## config.mk

```make
export PLATFORM = sky130hd
export DESIGN_NAME = fcond_trap
export DESIGN_NICKNAME = d
export VERILOG_FILES = /design/src/rtl/fcond_pkg.sv /design/src/rtl/fcond_decode.sv /design/src/rtl/fcond_sticky.sv /design/src/rtl/fcond_fsm.sv /design/src/rtl/fcond_trap.sv
export SDC_FILE = /design/constraint.sdc
export NUM_CORES = 1
export LEC_CHECK = 0
export BUFFER_PORTS_ARGS = -buffer_cell sky130_fd_sc_hd__buf_4
export CAP_MARGIN = 30
export CORE_MARGIN = 2
export CORE_UTILIZATION = 39
export DETAILED_ROUTE_END_ITERATION = 10
export MAX_ROUTING_LAYER = met4
export PLACE_DENSITY = 0.72
export SLEW_MARGIN = 20
export SYNTH_ARGS = -nofsm -noshare
export SYNTH_HDL_FRONTEND = slang
export SYNTH_SLANG_ARGS = --single-unit
export TNS_END_PERCENT = 100
```

## constraint.sdc

```tcl
create_clock -name clk -period 1.7 [get_ports clk]
set_clock_uncertainty 0.2 [all_clocks]
set_input_delay 0.085 -clock clk [delete_from_list [all_inputs] [get_ports clk]]
set_output_delay 0.085 -clock clk [all_outputs]
set_load 0.01 [all_outputs]
```

## src/rtl/fcond_pkg.sv

```systemverilog
// Package: condition code encoding shared by the evaluator and its bench.
// Assumes a 5-bit selector; codes at or above CODE_COUNT are treated as unused.
package fcond_pkg;
    localparam int SEL_W      = 5;
    localparam int EXC_W      = 5;
    localparam int CODE_COUNT = 21;

    typedef enum logic [SEL_W-1:0] {
        C_EQ   = 5'd0,  C_ERR  = 5'd1,  C_GE   = 5'd2,  C_GL   = 5'd3,
        C_GLE  = 5'd4,  C_GT   = 5'd5,  C_INF  = 5'd6,  C_LE   = 5'd7,
        C_LT   = 5'd8,  C_MI   = 5'd9,  C_NE   = 5'd10, C_NGE  = 5'd11,
        C_NGL  = 5'd12, C_NGLE = 5'd13, C_NGT  = 5'd14, C_NINF = 5'd15,
        C_NLE  = 5'd16, C_NLT  = 5'd17, C_OR   = 5'd18, C_PL   = 5'd19,
        C_UN   = 5'd20
    } cond_e;
endpackage

```

## src/rtl/fcond_decode.sv

```systemverilog
// Module: fcond_decode
// Purely combinational evaluation of the selected condition. It also reports
// whether the code is one of the NaN-intolerant ones. Assumes the flags are
// stable for the cycle. Unused codes give false and are not flagged intolerant.
module fcond_decode
    import fcond_pkg::*;
#(
    parameter int EXC_BITS = EXC_W
) (
    input  logic [SEL_W-1:0]    sel,
    input  logic                n,
    input  logic                z,
    input  logic                inf,
    input  logic                nan,
    input  logic                unord,
    input  logic [EXC_BITS-1:0] exc,
    output logic                result,
    output logic                nan_strict
);
    logic gt_x, ge_x, lt_x, le_x, gl_x, gle_x, err_x;

    // Raw "condition false" terms of the ordered comparisons.
    always_comb begin
        gt_x  = nan | z | n;
        ge_x  = nan | (n & ~z);
        lt_x  = nan | z | ~n;
        le_x  = nan | ~(n | z);
        gl_x  = nan | z;
        gle_x = nan;
        err_x = unord | (|exc);
    end

    // Select the result and classify the code.
    always_comb begin
        result     = 1'b0;
        nan_strict = 1'b0;
        case (sel)
            C_EQ:   result = z;
            C_NE:   result = ~z;
            C_MI:   result = n;
            C_PL:   result = ~n;
            C_OR:   result = ~nan;
            C_UN:   result = nan;
            C_ERR:  result = err_x;
            C_GT:   begin result = ~gt_x;  nan_strict = 1'b1; end
            C_GE:   begin result = ~ge_x;  nan_strict = 1'b1; end
            C_LT:   begin result = ~lt_x;  nan_strict = 1'b1; end
            C_LE:   begin result = ~le_x;  nan_strict = 1'b1; end
            C_GL:   begin result = ~gl_x;  nan_strict = 1'b1; end
            C_GLE:  begin result = ~gle_x; nan_strict = 1'b1; end
            C_NGT:  begin result = gt_x;   nan_strict = 1'b1; end
            C_NGE:  begin result = ge_x;   nan_strict = 1'b1; end
            C_NLT:  begin result = lt_x;   nan_strict = 1'b1; end
            C_NLE:  begin result = le_x;   nan_strict = 1'b1; end
            C_NGL:  begin result = gl_x;   nan_strict = 1'b1; end
            C_NGLE: begin result = gle_x;  nan_strict = 1'b1; end
            C_INF:  begin result = inf;    nan_strict = 1'b1; end
            C_NINF: begin result = ~inf;   nan_strict = 1'b1; end
            default: begin result = 1'b0;  nan_strict = 1'b0; end
        endcase
    end

    // a code outside the defined range is never true
    always_comb begin
        if (sel >= SEL_W'(CODE_COUNT)) begin
            unused_false_chk: assert (!result && !nan_strict);
        end
    end
endmodule

```

## src/rtl/fcond_sticky.sv

```systemverilog
// Module: fcond_sticky
// A bank of set-only sticky flags with a masked synchronous clear.
// Assumes set requests win over a clear in the same cycle.
module fcond_sticky #(
    parameter int NFLAGS = 2
) (
    input  logic              clk,
    input  logic              rst_n,
    input  logic [NFLAGS-1:0] set_req,
    input  logic              clr_we,
    input  logic [NFLAGS-1:0] clr_mask,
    output logic [NFLAGS-1:0] flags
);
    for (genvar g = 0; g < NFLAGS; g++) begin : g_bit
        // Hold, set or clear one sticky bit.
        always_ff @(posedge clk) begin
            if (!rst_n)
                flags[g] <= 1'b0;
            else if (set_req[g])
                flags[g] <= 1'b1;
            else if (clr_we && clr_mask[g])
                flags[g] <= 1'b0;
        end

        // a flag only drops after a clear request for it
        sticky_drop_chk: assert property (@(posedge clk) disable iff (!rst_n)
            $fell(flags[g]) |-> $past(clr_we && clr_mask[g]));

        // a flag only rises after a set request for it
        sticky_rise_chk: assert property (@(posedge clk) disable iff (!rst_n)
            $rose(flags[g]) |-> $past(set_req[g]));
    end
endmodule

```

## src/rtl/fcond_fsm.sv

```systemverilog
// Module: fcond_fsm
// Run/debug state machine. Accepts a strobe only in run state. A true
// condition enters debug state, where it waits for a resume pulse.
module fcond_fsm (
    input  logic clk,
    input  logic rst_n,
    input  logic strobe,
    input  logic cond,
    input  logic resume,
    output logic accept,
    output logic halted
);
    typedef enum logic {ST_RUN = 1'b0, ST_DEBUG = 1'b1} st_e;
    st_e st_q;

    // Next-state register.
    always_ff @(posedge clk) begin
        if (!rst_n)
            st_q <= ST_RUN;
        else if (st_q == ST_RUN && strobe && cond)
            st_q <= ST_DEBUG;
        else if (st_q == ST_DEBUG && resume)
            st_q <= ST_RUN;
    end

    // Decode outputs from the state.
    always_comb begin
        halted = (st_q == ST_DEBUG);
        accept = strobe && (st_q == ST_RUN);
    end

    // entry into debug only follows an accepted true condition
    halt_entry_chk: assert property (@(posedge clk) disable iff (!rst_n)
        $rose(halted) |-> $past(strobe && cond));

    // exit from debug only follows a resume
    halt_exit_chk: assert property (@(posedge clk) disable iff (!rst_n)
        $fell(halted) |-> $past(resume));

    // strobes in debug state are not accepted
    no_accept_halted_chk: assert property (@(posedge clk) disable iff (!rst_n)
        halted |-> !accept);
endmodule

```

## src/rtl/fcond_trap.sv

```systemverilog
// Module: fcond_trap (top)
// Evaluates a floating-point condition, raises sticky unordered and invalid
// flags for NaN-intolerant codes, and halts the core into debug state on a
// true condition. Assumes the flags are valid in the cycle of instr_valid.
module fcond_trap
    import fcond_pkg::*;
(
    input  logic             clk,
    input  logic             rst_n,
    input  logic [SEL_W-1:0] cond_sel,
    input  logic             flag_n,
    input  logic             flag_z,
    input  logic             flag_i,
    input  logic             flag_nan,
    input  logic [EXC_W-1:0] exc_in,
    input  logic             instr_valid,
    input  logic             resume,
    input  logic             clr_we,
    input  logic [1:0]       clr_mask,
    output logic             cond_true,
    output logic             halt,
    output logic             unord_sticky,
    output logic             inval_sticky
);
    localparam int NSTICKY = 2;

    logic               strict_code;
    logic               accepted;
    logic [NSTICKY-1:0] set_req;
    logic [NSTICKY-1:0] sticky_q;

    fcond_decode #(.EXC_BITS(EXC_W)) decode_i (
        .sel        (cond_sel),
        .n          (flag_n),
        .z          (flag_z),
        .inf        (flag_i),
        .nan        (flag_nan),
        .unord      (sticky_q[0]),
        .exc        (exc_in),
        .result     (cond_true),
        .nan_strict (strict_code)
    );

    fcond_fsm fsm_i (
        .clk    (clk),
        .rst_n  (rst_n),
        .strobe (instr_valid),
        .cond   (cond_true),
        .resume (resume),
        .accept (accepted),
        .halted (halt)
    );

    // Request both sticky flags when a strict code meets a NaN.
    always_comb begin
        set_req = {NSTICKY{accepted && strict_code && flag_nan}};
    end

    fcond_sticky #(.NFLAGS(NSTICKY)) sticky_i (
        .clk      (clk),
        .rst_n    (rst_n),
        .set_req  (set_req),
        .clr_we   (clr_we),
        .clr_mask (clr_mask),
        .flags    (sticky_q)
    );

    // Map the sticky bank to the named outputs.
    always_comb begin
        unord_sticky = sticky_q[0];
        inval_sticky = sticky_q[1];
    end

    // NaN-tolerant codes never request a sticky set
    tolerant_no_set_chk: assert property (@(posedge clk) disable iff (!rst_n)
        (instr_valid && !strict_code) |-> (set_req == '0));

    // sticky flags never rise from a strobe seen while halted
    halted_no_rise_chk: assert property (@(posedge clk) disable iff (!rst_n)
        ($rose(unord_sticky) || $rose(inval_sticky)) |-> $past(!halt && instr_valid));
endmodule

```

== After elaboration in Yosys (flattened, before gate mapping) ==
Index checks and enable logic that the tools add are counted.

* Register bits: 3
* Output and inout bits: 4

* Eq/ne operators: 20
* Mux-type cells: 8
* Bitwise logic cells: 19
* Reduce and logical (&&, ||, !) cells: 15

{| class="wikitable"
|+ Operators with widths
! operator !! count
|-
| equality test 5 x 4 -> 1 bit, second input constant || 8
|-
| equality test 5 bit, second input constant || 5
|-
| equality test 5 x 3 -> 1 bit, second input constant || 4
|-
| one-hot mux 1 bit (19 select lines) || 1
|-
| OR reduction 14 bit || 1
|-
| inverter 1 bit || 11
|-
| equality test 5 x 2 -> 1 bit, second input constant || 2
|-
| logical AND 1 bit || 7
|-
| two-way mux 1 bit || 7
|-
| bitwise OR 1 bit || 7
|-
| nonzero test 2 bit || 3
|-
| equality test 5 x 1 -> 1 bit, second input constant || 1
|-
| logical NOT 5 bit || 1
|-
| OR reduction 5 bit || 1
|-
| OR reduction 2 bit || 2
|-
| bitwise AND 1 bit || 1
|}

== Logic depth before layout (Yosys ltp) ==
Gate-level depths: netlist of run 1.

* Word-level depth: 7
* Depth in mapped cells: 7
* Mapped depth without buffers: 6

== Modules after synthesis ==
Synthesis of run 1 repeated with hierarchy kept, for this count alone.

* Cell total of the unflattened synthesis: 72
* Area total of the unflattened synthesis: 494.2 um2

{| class="wikitable"
|+ By module, submodules not included
! module !! instances !! cells each !! area each (um2)
|-
| fcond_decode || 1 || 59 || 371.6
|-
| fcond_sticky || 1 || 8 || 70.1
|-
| fcond_fsm || 1 || 4 || 46.3
|-
| fcond_trap || 1 || 1 || 6.3
|}

== Worst setup path after synthesis of run 1 ==
OpenSTA, ideal clock, no wires.

* Path type: reg-to-reg
* Start point: reg sticky_i.flags[0]
* End point: reg fsm_i.st_q, in the netlist fsm_i.halted
* Setup time: 0.115 ns
* Arrival: 1.522 ns
* Data required time: 1.385 ns
* Setup slack: -0.138 ns
* Cell stages (with the launch flop): 7
* Path buffers: 0
* Cells stage by stage: dfxtp_1 -> nor4_1 -> a2bb2oi_1 -> a41oi_1 -> o2111ai_1 -> a211o_1 -> a31o_1

* Longest elaborated chain between the ends: 4

{| class="wikitable"
|+ Ends and longest elaborated chain
! element !! RTL line !! text
|-
| start, declared || fcond_sticky.sv:12 || <nowiki>output logic [NFLAGS-1:0] flags</nowiki>
|-
| start signal, assigned by index || fcond_sticky.sv:18 || <nowiki>flags[g] <= 1'b0;</nowiki>
|-
| start signal, assigned by index || fcond_sticky.sv:20 || <nowiki>flags[g] <= 1'b1;</nowiki>
|-
| start signal, assigned by index || fcond_sticky.sv:22 || <nowiki>flags[g] <= 1'b0;</nowiki>
|-
| bitwise OR 1 bit (*) || fcond_decode.sv:30 || <nowiki>err_x = unord | (|exc);</nowiki>
|-
| one-hot mux 1 bit (19 select lines) (*) || fcond_decode.sv:37 || <nowiki>case (sel)</nowiki>
|-
| net cond_true || fcond_trap.sv:20 || <nowiki>output logic cond_true,</nowiki>
|-
| logical AND 1 bit (*) || fcond_fsm.sv:20 || <nowiki>else if (st_q == ST_RUN && strobe && cond)</nowiki>
|-
| two-way mux 1 bit / nonzero test 2 bit (equally long branches) || -- ||
|-
| end signal, assigned || fcond_fsm.sv:19 || <nowiki>st_q <= ST_RUN;</nowiki>
|-
| end signal, assigned || fcond_fsm.sv:21 || <nowiki>st_q <= ST_DEBUG;</nowiki>
|-
| end signal, assigned || fcond_fsm.sv:23 || <nowiki>st_q <= ST_RUN;</nowiki>
|-
| end, declared || fcond_fsm.sv:14 || <nowiki>st_e st_q;</nowiki>
|}

Mark *: on every way through the listed nets, which the timed path passes. The rest lies on a longest branch.
A chain may end at the register's enable or synchronous reset.

== Worst setup path after layout of run 1 ==
* Start point: reg sticky_i.flags[0]
* End point: out cond_true

* Longest elaborated chain between the ends: 2

{| class="wikitable"
|+ Ends and longest elaborated chain
! element !! RTL line
|-
| bitwise OR 1 bit || fcond_decode.sv:30
|-
| one-hot mux 1 bit (19 select lines) || fcond_decode.sv:37
|-
| end, declared || fcond_trap.sv:20
|}

No other way between the ends.

==> results of run 1 <==
-- metal layers --
layer,part of all wire (%),GRT usage (%)
met5,0,-
met4,1.9,10.8
met3,7.1,6.11
met2,52,44.8
met1,39,26.8
-- cell families (layout without fill, tap and decap cells) --
group | after synthesis | count (layout) | synth area share, %
AO/OA/AOI/OAI | 28 | 28 | 39.1
buffers and inverters | 11 | 45 | 10.8
flip-flops | 3 | 3 | 11.7
AND/OR/NAND/NOR | 30 | 30 | 38.4
-- sequential cells by signal, summed over array words and instances (netlist names) --
signal          flops
sticky_i.flags      2
fsm_i.halted        1
-- final cells by class --
cell class,instances,area (um^2)
clock buffer,4,26.3
inverter,5,18.8
sequential,3,61.3
tap,15,18.8
timing repair buffer,36,273
multi-input combinational,58,425
fill,125,445
-- critical path, cell delays in order, from the launching register on --
cell	delay, ns
sky130_fd_sc_hd__dfxtp_2	0.32
sky130_fd_sc_hd__nor4_4	0.14
sky130_fd_sc_hd__a2bb2oi_2	0.09
sky130_fd_sc_hd__a41oi_2	0.21
sky130_fd_sc_hd__o2111ai_1	0.15
sky130_fd_sc_hd__a211o_1	0.28
sky130_fd_sc_hd__buf_4	0.15
-- path summary, 6_finish.rpt --
path | from | endpoint | cells past startpoint
worst max-delay path | sticky_i.flags[0] | cond_true | 6
worst min-delay path | clr_mask[1] | sticky_i.flags[1] | 3
worst max register to register | sticky_i.flags[0] | fsm_i.halted | 6
worst min register to register | sticky_i.flags[1] | sticky_i.flags[1] | 2
-- layout by cell type, fill, tap and decap left out, types with 2 or more instances in the layout --
cell type	netlist	final
sky130_fd_sc_hd__a211o_1	2	2
sky130_fd_sc_hd__a21boi_0	2	2
sky130_fd_sc_hd__a21oi_1	3	3
sky130_fd_sc_hd__a31oi_1	5	5
sky130_fd_sc_hd__and3b_1	2	2
sky130_fd_sc_hd__buf_4	0	35
sky130_fd_sc_hd__clkbuf_4	0	3
sky130_fd_sc_hd__dfxtp_1	3	2
sky130_fd_sc_hd__inv_1	4	4
sky130_fd_sc_hd__nand2_1	3	3
sky130_fd_sc_hd__nand3b_1	2	2
sky130_fd_sc_hd__nor2_1	4	4
sky130_fd_sc_hd__nor3_1	3	3
sky130_fd_sc_hd__nor4b_1	2	2
sky130_fd_sc_hd__o21a_1	2	2
sky130_fd_sc_hd__o21ai_0	6	6
sky130_fd_sc_hd__or4_1	2	2
-- power groups by stage --
stage / combinational (W) / sequential, W / clock [W]
global placement: 0.000152 / 0.0000782 / 0
detailed placement: 0.000155 / 0.0000781 / 0
global route: 0.000180 / 0.0000782 / 0.000139
floorplan: 0.0000701 / 0.0000799 / 0
CTS: 0.000158 / 0.0000774 / 0.000130
finish: 0.000166 / 0.0000781 / 0.000125
-- timing repair --
item / in CTS / in global routing
endpoints found under the setup margin: 2 / 2
pin swaps: 0 / 1
hold buffers: 1 / 0
resized for setup: 1 / 4
hold endpoints to repair: 3 / 0
-- through the flow --
step | hold WS (ns) | setup TNS [ns] | area, um^2 | utilization (%)
finish | 0.00192 | -0.150 | 823 | 64.9
global route | 0.0131 | -0.307 | 823 | 64.9
CTS | 0.00303 | -0.137 | 800 | 63.0
detailed placement | 0.127 | -0.0590 | 757 | 59.7
global placement | 0.115 | -0.0341 | 757 | 59.7
floorplan | 0.00260 | 0 | 512 | -
==> run_summary.xml, run 1 <==
<?xml version="1.0" encoding="UTF-8"?>
<metrics>
  <group name="clock_tree">
    <metric name="cts.htree.levels" unit="">1</metric>
    <metric name="clk_transition_reported_paths" unit="ns">0.04</metric>
    <metric name="tritoncts.num_buffers" unit="">3</metric>
    <metric name="tritoncts" unit="">built</metric>
    <metric name="worstSkewPairLatency" unit="ns">0.23</metric>
    <metric name="cts.sink_count" unit="">3</metric>
    <metric name="clk_root_buffer_cell" unit="">sky130_fd_sc_hd__clkbuf_4</metric>
    <metric name="setup_bufs_post_cts" unit="">0</metric>
    <metric name="cts_buffer_depth" unit="">2</metric>
  </group>
  <group name="global_routing">
    <metric name="first_global_vias" unit="">671</metric>
    <metric name="gr-usage-all-layers" unit="%">25.4</metric>
    <metric name="grt_pass1_wl" unit="mm">2.66</metric>
    <metric name="gr-total-overflow" unit="">0</metric>
    <metric name="grt_start_max_net_pins" unit="">14</metric>
    <metric name="grt_antenna_before_repair" unit="">0</metric>
  </group>
  <group name="die">
    <metric name="placeable_core_region" unit="mm^2">0.00127</metric>
    <metric name="design.die.area" unit="mm^2">0.00162</metric>
    <metric name="top_level_ports" unit="">25</metric>
    <metric name="die-width" unit="um">40.2</metric>
    <metric name="row_cnt" unit="">13</metric>
    <metric name="starting_utilization_of_the_core_area" unit="%">40.3</metric>
    <metric name="die_height" unit="um">40.2</metric>
  </group>
  <group name="logic_synthesis">
    <metric name="synth_largest_type_area_fraction" unit="%">11.7</metric>
    <metric name="dominant_cell_type_by_area_after_synthesis" unit="">sky130_fd_sc_hd__dfxtp_1</metric>
    <metric name="post_synthesis_cells" unit="">72</metric>
    <metric name="synth_ff_type" unit="">sky130_fd_sc_hd__dfxtp_1</metric>
    <metric name="post_synth.cell_area_avg" unit="um^2">7.11</metric>
    <metric name="ys_top_cells_by_area" unit="">sky130_fd_sc_hd__dfxtp_1 (12%), sky130_fd_sc_hd__a31oi_1 (6.1%), sky130_fd_sc_hd__o21ai_0 (5.9%)</metric>
    <metric name="fraction_of_synthesis_flops_using_an_asynchronous_set_or_reset_pin" unit="%">0</metric>
    <metric name="syn-num-nets" unit="">93</metric>
    <metric name="mappedNetlistArea" unit="um^2">512</metric>
    <metric name="yosysMostFrequentCell" unit="">sky130_fd_sc_hd__o21ai_0</metric>
    <metric name="yosys_warnings" unit="">0</metric>
    <metric name="synth.cells.most_frequent" unit="">sky130_fd_sc_hd__o21ai_0 (6), sky130_fd_sc_hd__a31oi_1 (5), sky130_fd_sc_hd__buf_2 (5)</metric>
    <metric name="sequential_element_share_of_the_synthesized_area" unit="%">11.7</metric>
    <metric name="synth_seq_cells" unit="">3</metric>
    <metric name="synth_enable_flop_cells" unit="">0</metric>
    <metric name="synth.distinct_cells" unit="">38</metric>
  </group>
  <group name="pwr">
    <metric name="pwr-share-comb" unit="%">45.0</metric>
    <metric name="p_leak" unit="nW">0.372</metric>
    <metric name="finalPower" unit="W">0.000369</metric>
    <metric name="pwr-share-clk" unit="%">33.9</metric>
    <metric name="power_frac_seq" unit="%">21.2</metric>
    <metric name="ir_drop" unit="mV">0.407</metric>
    <metric name="power.switching_fraction" unit="%">31.8</metric>
    <metric name="internal_power" unit="W">0.000252</metric>
    <metric name="power_density" unit="mW/mm^2">448</metric>
    <metric name="switching_pwr" unit="W">0.000117</metric>
  </group>
  <group name="placed_design">
    <metric name="place.detailed.hpwl" unit="mm">1.28</metric>
    <metric name="dp_slack" unit="ns">-0.0406</metric>
    <metric name="numPlacedInstances" unit="">116</metric>
    <metric name="routabilityCongestion" unit="">0.833</metric>
    <metric name="port_buf_inserts" unit="">24</metric>
  </group>
  <group name="setup_path">
    <metric name="setup.worst_path.class" unit="">flip-flop to primary output</metric>
    <metric name="crit_path_start_kind" unit="">flip-flop</metric>
    <metric name="worst_ep_required_time" unit="ns">1.41</metric>
    <metric name="rrSetupSlack" unit="ns">0.03</metric>
    <metric name="cp.arrival" unit="ns">1.57</metric>
    <metric name="critical_path_peak_fanout" unit="">2</metric>
    <metric name="endpoint_kind" unit="">primary output</metric>
  </group>
  <group name="sta">
    <metric name="finalSetupViolCount" unit="">1</metric>
    <metric name="fmaxAchievable" unit="MHz">541</metric>
    <metric name="period_needed" unit="ns">1.85</metric>
    <metric name="min_period_over_period" unit="%">109</metric>
    <metric name="timing.final.hold_violations" unit="">0</metric>
    <metric name="tightestPinTransition" unit="ns">0.364</metric>
    <metric name="unrepaired_setup_endpoints_after_global_routing" unit="">true</metric>
    <metric name="normalized_max_slew_margin" unit="%">75.4</metric>
    <metric name="worst_slack" unit="ns">-0.150</metric>
    <metric name="timing_max_transition_violations_final" unit="">0</metric>
  </group>
  <group name="routing">
    <metric name="detail_route.vias_per_cell" unit="">6.03</metric>
    <metric name="routed_wl" unit="mm">1.79</metric>
    <metric name="drtPass1Iterations" unit="">4</metric>
    <metric name="drt-initial-drc-count" unit="">13</metric>
    <metric name="drt.antenna.violating_nets" unit="">0</metric>
    <metric name="drt_drc_violations_left" unit="">0</metric>
    <metric name="wl_per_cell" unit="um">14.8</metric>
    <metric name="dr_total_vias" unit="">730</metric>
  </group>
  <group name="status">
    <metric name="failed_checks" unit="">negative setup slack</metric>
    <metric name="status" unit="">complete, but fails checks</metric>
  </group>
  <group name="finish">
    <metric name="number_of_diodes_added_for_antenna_fixing" unit="">0</metric>
    <metric name="layoutNonFillerInstCount" unit="">121</metric>
    <metric name="synthToLayoutAreaGrowth" unit="%">60.9</metric>
    <metric name="drive_above_1_share" unit="%">44.3</metric>
    <metric name="num-nets-final" unit="">128</metric>
  </group>
  <group name="hold_path">
    <metric name="holdCritPathClass" unit="">input pin to flip-flop</metric>
  </group>
  <group name="flow_run">
    <metric name="drv_cap" unit="">0</metric>
  </group>
</metrics>
No activity file was read; power rests on OpenSTA's default activity.
==> run 2, diff against run 1 <==
==> constraint.sdc (replaced) <==
create_clock -name clk -period 1.7 [get_ports clk]
set_clock_uncertainty 0.2 [all_clocks]
set_input_delay 0.085 -clock clk [delete_from_list [all_inputs] [get_ports clk]]
set_output_delay 0.085 -clock clk [all_outputs]
set_load 0.005 [all_outputs]
==> run_summary.xml, run 2 (synthesized netlist as in run 1, its figures left out) <==
<?xml version="1.0" encoding="UTF-8"?>
<metrics>
  <group name="status">
    <metric name="status" unit="">complete, but fails checks</metric>
    <metric name="failed_checks" unit="">negative setup slack</metric>
  </group>
  <group name="finish">
    <metric name="drive_above_1_share" unit="%">45.5</metric>
    <metric name="num-nets-final" unit="">132</metric>
    <metric name="multi_input_comb_area" unit="um^2">432</metric>
    <metric name="largest_register" unit="">sticky_i.flags</metric>
    <metric name="layout.cell_area.non_filler" unit="um^2">881</metric>
    <metric name="ff_latch_area" unit="um^2">61.3</metric>
    <metric name="number_of_diodes_added_for_antenna_fixing" unit="">0</metric>
    <metric name="commonest_non_fill_non_tap_cells_in_the_layout" unit="">sky130_fd_sc_hd__buf_4 (35), sky130_fd_sc_hd__o21ai_0 (6), sky130_fd_sc_hd__a31oi_1 (5), sky130_fd_sc_hd__inv_1 (4), sky130_fd_sc_hd__nor2_1 (4)</metric>
    <metric name="largest_register_ff_count" unit="">2</metric>
    <metric name="synthToLayoutAreaGrowth" unit="%">72.1</metric>
    <metric name="layoutNonFillerInstCount" unit="">125</metric>
    <metric name="n_fill_cell" unit="">102</metric>
    <metric name="final_common_cell" unit="">sky130_fd_sc_hd__buf_4</metric>
  </group>
  <group name="setup_path">
    <metric name="timing.critical_path.slowest_stage_cell" unit="">sky130_fd_sc_hd__dfxtp_2</metric>
    <metric name="worstReg2RegEnd" unit="">fsm_i.halted</metric>
    <metric name="r2r_cells" unit="">6</metric>
    <metric name="worst_path_largest_cell_delay" unit="ns">0.32</metric>
    <metric name="crit_path_start_kind" unit="">flip-flop</metric>
    <metric name="endpoint_kind" unit="">primary output</metric>
    <metric name="rrSetupSlack" unit="ns">0.11</metric>
    <metric name="setup.worst_path.class" unit="">flip-flop to primary output</metric>
    <metric name="critical_path.cell_chain" unit="">nor4_4 -&gt; a2bb2oi_2 -&gt; a41oi_2 -&gt; o2111ai_2 -&gt; a211o_1 -&gt; buf_6</metric>
    <metric name="worst_ep_required_time" unit="ns">1.41</metric>
    <metric name="critical_path_peak_fanout" unit="">2</metric>
    <metric name="worst_r2r_startpoint" unit="">sticky_i.flags[0]</metric>
    <metric name="cp.arrival" unit="ns">1.48</metric>
  </group>
  <group name="clock_tree">
    <metric name="clk_root_buffer_cell" unit="">sky130_fd_sc_hd__clkbuf_4</metric>
    <metric name="cts.htree.levels" unit="">1</metric>
    <metric name="worstSkewPairLatency" unit="ns">0.24</metric>
    <metric name="tritoncts.num_buffers" unit="">3</metric>
    <metric name="clk_transition_reported_paths" unit="ns">0.03</metric>
    <metric name="setup_bufs_post_cts" unit="">0</metric>
    <metric name="tritoncts" unit="">built</metric>
    <metric name="cts.sink_count" unit="">3</metric>
    <metric name="cts_buffer_depth" unit="">2</metric>
  </group>
  <group name="global_routing">
    <metric name="first_global_vias" unit="">671</metric>
    <metric name="grt_pass1_wl" unit="mm">2.73</metric>
    <metric name="grt_start_max_net_pins" unit="">14</metric>
    <metric name="gr-usage-all-layers" unit="%">26.6</metric>
    <metric name="gr-total-overflow" unit="">0</metric>
    <metric name="grt_antenna_before_repair" unit="">0</metric>
  </group>
  <group name="pwr">
    <metric name="p_leak" unit="nW">0.402</metric>
    <metric name="ir_drop" unit="mV">0.364</metric>
    <metric name="power_density" unit="mW/mm^2">438</metric>
    <metric name="finalPower" unit="W">0.000385</metric>
  </group>
  <group name="routing">
    <metric name="wirelength_met1" unit="um">711</metric>
    <metric name="detailroute.wirelength.met3" unit="um">92</metric>
    <metric name="met2_length" unit="um">908</metric>
    <metric name="wl_per_cell" unit="um">14.0</metric>
    <metric name="drt_drc_violations_left" unit="">0</metric>
    <metric name="dr_total_vias" unit="">720</metric>
    <metric name="drt.antenna.violating_nets" unit="">0</metric>
    <metric name="detail_route.vias_per_cell" unit="">5.76</metric>
    <metric name="routed_wl" unit="mm">1.75</metric>
    <metric name="drtPass1Iterations" unit="">4</metric>
    <metric name="highest-signal-layer" unit="">met4</metric>
    <metric name="drt-initial-drc-count" unit="">10</metric>
  </group>
  <group name="hold_path">
    <metric name="hold_end" unit="">sticky_i.flags[0]</metric>
    <metric name="min-delay-start" unit="">clr_mask[0]</metric>
    <metric name="min_delay_path_depth" unit="">3</metric>
    <metric name="holdCritPathClass" unit="">input pin to flip-flop</metric>
  </group>
  <group name="die">
    <metric name="row_cnt" unit="">13</metric>
    <metric name="top_level_ports" unit="">25</metric>
    <metric name="die_height" unit="um">40.2</metric>
    <metric name="design.die.area" unit="mm^2">0.00162</metric>
    <metric name="placeable_core_region" unit="mm^2">0.00127</metric>
    <metric name="die-width" unit="um">40.2</metric>
    <metric name="starting_utilization_of_the_core_area" unit="%">40.3</metric>
  </group>
  <group name="sta">
    <metric name="unrepaired_setup_endpoints_after_global_routing" unit="">true</metric>
    <metric name="worst_hold_slack" unit="ns">0.0450</metric>
    <metric name="tightestPinTransition" unit="ns">0.313</metric>
    <metric name="timing.final.hold_violations" unit="">0</metric>
    <metric name="fmaxAchievable" unit="MHz">568</metric>
    <metric name="finalSetupViolCount" unit="">1</metric>
    <metric name="period_needed" unit="ns">1.76</metric>
    <metric name="normalized_max_slew_margin" unit="%">79.1</metric>
    <metric name="worst_slack" unit="ns">-0.0618</metric>
    <metric name="timing_max_transition_violations_final" unit="">0</metric>
    <metric name="min_period_over_period" unit="%">104</metric>
  </group>
  <group name="placed_design">
    <metric name="routabilityCongestion" unit="">0.808</metric>
    <metric name="detailed_place.area" unit="um^2">785</metric>
    <metric name="place.detailed.hpwl" unit="mm">1.29</metric>
    <metric name="numPlacedInstances" unit="">118</metric>
    <metric name="port_buf_inserts" unit="">24</metric>
  </group>
  <group name="flow_run">
    <metric name="drv_cap" unit="">0</metric>
  </group>
</metrics>
## run 2: how the worst max path moves through the flow
stage	start	to	slack (ns)	depth (start not counted)
3_3_place_gp	sticky_i.flags[0]	fsm_i.halted	-0.09	6
3_5_place_dp	exc_in[3]	fsm_i.halted	-0.06	7
4_1_cts	sticky_i.flags[0]	cond_true	-0.08	6
5_1_grt	sticky_i.flags[0]	cond_true	-0.16	6
6_report	sticky_i.flags[0]	cond_true	-0.06	6
2_1_floorplan	sticky_i.flags[0]	fsm_i.halted	0.02	6
## run 2: routing by layer
metal	track usage, %	up-vias
li1	-	358
met1	28.5	329
met2	48.0	29
met3	1.67	4
met4	15.0	0
met5	-	-
## run 2: through the flow
step	TNS, ns	setup WS [ns]	utilization [%]
final	-0.0618	-0.0618	69.4
after global placement	-0.0871	-0.0871	61.8
after floorplan	0	0.0223	-
after global routing	-0.163	-0.163	69.4
after CTS	-0.0822	-0.0822	66.8
after detailed placement	-0.0617	-0.0617	61.8
## run 2: power breakdown
part / total, W / internal, W / switching [W]
sequential: 0.0000777 / 0.0000750 / 0.00000274
combinational: 0.000177 / 0.000100 / 0.0000771
clock: 0.000130 / 0.0000883 / 0.0000420
## run 2: layout make-up
type,count,share of cell area [%]
multi-input combinational,58,49.0
timing repair buffer,40,36.8
sequential,3,6.96
clock buffer,4,2.98
inverter,5,2.13
tap,15,2.13
## run 2: what timing repair did
item | in CTS | in global routing
pin swaps | 3 | 1
resized for setup | 1 | 6
hold buffers | 3 | 0
endpoints found under the setup margin | 2 | 2
endpoints found under the hold margin | 3 | 0
## run 2: worst max-delay path: cells and delay by family, from the launching register on
family          cells  cell delay, ns
compound gates      4            0.65
buf+inv             1            0.13
simple gates        1            0.14
flops               1            0.32
==> run 3, diff against run 2 <==
--- a/config.mk
+++ b/config.mk
@@ -8,10 +8,9 @@
 export BUFFER_PORTS_ARGS = -buffer_cell sky130_fd_sc_hd__buf_4
 export CAP_MARGIN = 30
 export CORE_MARGIN = 2
-export CORE_UTILIZATION = 39
+export CORE_UTILIZATION = 25
 export DETAILED_ROUTE_END_ITERATION = 10
 export MAX_ROUTING_LAYER = met4
-export PLACE_DENSITY = 0.72
 export SLEW_MARGIN = 20
 export SYNTH_ARGS = -nofsm -noshare
 export SYNTH_HDL_FRONTEND = slang
==> run_summary.xml, run 3 (synthesized netlist as in run 1, its figures left out) <==
<?xml version="1.0" encoding="UTF-8"?>
<metrics>
  <group name="setup_path">
    <metric name="worstReg2RegEnd" unit="">fsm_i.halted</metric>
    <metric name="worst_r2r_startpoint" unit="">sticky_i.flags[0]</metric>
    <metric name="r2r_cells" unit="">7</metric>
    <metric name="crit_end" unit="">cond_true</metric>
    <metric name="setup.worst_path.class" unit="">flip-flop to primary output</metric>
    <metric name="rrSetupSlack" unit="ns">-0.13</metric>
    <metric name="crit_path_start_kind" unit="">flip-flop</metric>
    <metric name="critical_path_peak_fanout" unit="">2</metric>
    <metric name="worst_setup_path_startpoint" unit="">sticky_i.flags[0]</metric>
    <metric name="worst_ep_required_time" unit="ns">1.41</metric>
    <metric name="endpoint_kind" unit="">primary output</metric>
    <metric name="cp.arrival" unit="ns">1.58</metric>
  </group>
  <group name="routing">
    <metric name="drt-initial-drc-count" unit="">17</metric>
    <metric name="wl_per_cell" unit="um">13.4</metric>
    <metric name="drt_drc_violations_left" unit="">0</metric>
    <metric name="drtPass1Iterations" unit="">4</metric>
    <metric name="dr_total_vias" unit="">746</metric>
    <metric name="routed_wl" unit="mm">1.89</metric>
    <metric name="detail_route.vias_per_cell" unit="">5.29</metric>
    <metric name="drt.antenna.violating_nets" unit="">0</metric>
  </group>
  <group name="clock_tree">
    <metric name="clk_transition_reported_paths" unit="ns">0.04</metric>
    <metric name="cts.sink_count" unit="">3</metric>
    <metric name="cts_buffer_depth" unit="">2</metric>
    <metric name="tritoncts.num_buffers" unit="">3</metric>
    <metric name="cts.htree.levels" unit="">1</metric>
    <metric name="tritoncts" unit="">built</metric>
    <metric name="worstSkewPairLatency" unit="ns">0.24</metric>
    <metric name="clk_root_buffer_cell" unit="">sky130_fd_sc_hd__clkbuf_4</metric>
  </group>
  <group name="finish">
    <metric name="number_of_diodes_added_for_antenna_fixing" unit="">0</metric>
    <metric name="num-nets-final" unit="">136</metric>
    <metric name="synthToLayoutAreaGrowth" unit="%">80.0</metric>
    <metric name="n_fill_cell" unit="">209</metric>
    <metric name="layoutNonFillerInstCount" unit="">141</metric>
    <metric name="final_common_cell" unit="">sky130_fd_sc_hd__buf_4</metric>
    <metric name="drive_above_1_share" unit="%">47.4</metric>
    <metric name="commonest_non_fill_non_tap_cells_in_the_layout" unit="">sky130_fd_sc_hd__buf_4 (37), sky130_fd_sc_hd__o21ai_0 (5), sky130_fd_sc_hd__a31oi_1 (5), sky130_fd_sc_hd__nor2_1 (4), sky130_fd_sc_hd__dlygate4sd3_1 (4)</metric>
    <metric name="largest_register_ff_count" unit="">2</metric>
    <metric name="largest_register" unit="">sticky_i.flags</metric>
  </group>
  <group name="status">
    <metric name="failed_checks" unit="">negative setup slack</metric>
    <metric name="status" unit="">complete, but fails checks</metric>
  </group>
  <group name="sta">
    <metric name="timing.final.hold_violations" unit="">0</metric>
    <metric name="fmaxAchievable" unit="MHz">538</metric>
    <metric name="min_period_over_period" unit="%">109</metric>
    <metric name="finalSetupViolCount" unit="">2</metric>
    <metric name="unrepaired_setup_endpoints_after_global_routing" unit="">true</metric>
    <metric name="tightestPinTransition" unit="ns">0.310</metric>
    <metric name="period_needed" unit="ns">1.86</metric>
    <metric name="normalized_max_slew_margin" unit="%">79.2</metric>
    <metric name="timing_max_transition_violations_final" unit="">0</metric>
    <metric name="worst_slack" unit="ns">-0.160</metric>
  </group>
  <group name="pwr">
    <metric name="p_leak" unit="nW">0.417</metric>
    <metric name="power_density" unit="mW/mm^2">428</metric>
    <metric name="ir_drop" unit="mV">0.401</metric>
    <metric name="finalPower" unit="W">0.000394</metric>
  </group>
  <group name="global_routing">
    <metric name="first_global_vias" unit="">726</metric>
    <metric name="gr-total-overflow" unit="">0</metric>
    <metric name="grt_antenna_before_repair" unit="">0</metric>
    <metric name="grt_start_max_net_pins" unit="">14</metric>
    <metric name="grt_pass1_wl" unit="mm">3.10</metric>
    <metric name="gr-usage-all-layers" unit="%">17.5</metric>
  </group>
  <group name="die">
    <metric name="row_cnt" unit="">16</metric>
    <metric name="starting_utilization_of_the_core_area" unit="%">26.4</metric>
    <metric name="die-width" unit="um">49.2</metric>
    <metric name="design.die.area" unit="mm^2">0.00243</metric>
    <metric name="placeable_core_region" unit="mm^2">0.00194</metric>
    <metric name="top_level_ports" unit="">25</metric>
    <metric name="die_height" unit="um">49.2</metric>
  </group>
  <group name="placed_design">
    <metric name="place.detailed.hpwl" unit="mm">1.29</metric>
    <metric name="routabilityCongestion" unit="">0.845</metric>
    <metric name="port_buf_inserts" unit="">24</metric>
    <metric name="numPlacedInstances" unit="">130</metric>
  </group>
  <group name="hold_path">
    <metric name="min-delay-start" unit="">resume</metric>
    <metric name="holdCritPathClass" unit="">input pin to flip-flop</metric>
  </group>
  <group name="flow_run">
    <metric name="drv_cap" unit="">0</metric>
  </group>
</metrics>
==> run 3: how the worst min path moves through the flow <==
stage	slack (ns)	end	cells after the start
floorplan	0.003	sticky_i.flags[0]	1
global placement	0.12	sticky_i.flags[1]	2
detailed placement	0.12	sticky_i.flags[1]	2
CTS	0.05	fsm_i.halted	3
global route	0.11	fsm_i.halted	3
finish	0.09	fsm_i.halted	3
==> run 3: layout make-up <==
class | instances | area [um^2] | area share, %
Inverter | 5 | 18.8 | 2.04
Multi-Input combinational cell | 58 | 429 | 46.6
Clock buffer | 4 | 26.3 | 2.85
Timing Repair Buffer | 44 | 352 | 38.2
Sequential cell | 3 | 61.3 | 6.66
Tap cell | 27 | 33.8 | 3.67
==> run 3: what timing repair did <==
item	in CTS	in global routing
pin swaps	6	6
buffers inserted	0	3
resized for setup	6	5
hold buffers	4	0
hold endpoints to repair	3	0
endpoints found under the setup margin	2	3
==> run 3: layer usage <==
layer  vias up  global-route usage [%]  part of all wire, %
met3         4                    1.84                  5.9
met2        37                    30.9                   52
met5         -                       -                    0
li1        368                       -                    -
met1       337                    17.7                   40
met4         0                    12.9                  2.7
==> run 3: stage by stage <==
stage / area, um^2 / hold slack (ns) / setup slack [ns] / setup TNS, ns / util (%)
global placement: 787 / 0.115 / -0.133 / -0.177 / 40.5
global route: 921 / 0.107 / -0.260 / -0.495 / 47.4
finish: 921 / 0.0854 / -0.160 / -0.289 / 47.4
detailed placement: 787 / 0.122 / -0.147 / -0.201 / 40.5
floorplan: 512 / 0.00260 / 0.0223 / 0 / -
CTS: 887 / 0.0464 / -0.213 / -0.251 / 45.7
==> run 3: power by group <==
part           internal (W)  switching (W)   total, W  leakage, nW
Combinational      0.000106      0.0000793   0.000186        0.377
Clock             0.0000883      0.0000418   0.000130       0.0150
Sequential        0.0000750     0.00000295  0.0000780       0.0249
==> run 3: critical path, stage by stage (launching register included) <==
cell and delay (ns):
sky130_fd_sc_hd__dfxtp_2 0.32, sky130_fd_sc_hd__nor4_4 0.14, sky130_fd_sc_hd__a2bb2oi_2 0.10, sky130_fd_sc_hd__a41oi_2 0.20, sky130_fd_sc_hd__o2111ai_1 0.12, sky130_fd_sc_hd__a211o_1 0.32
sky130_fd_sc_hd__buf_6 0.13
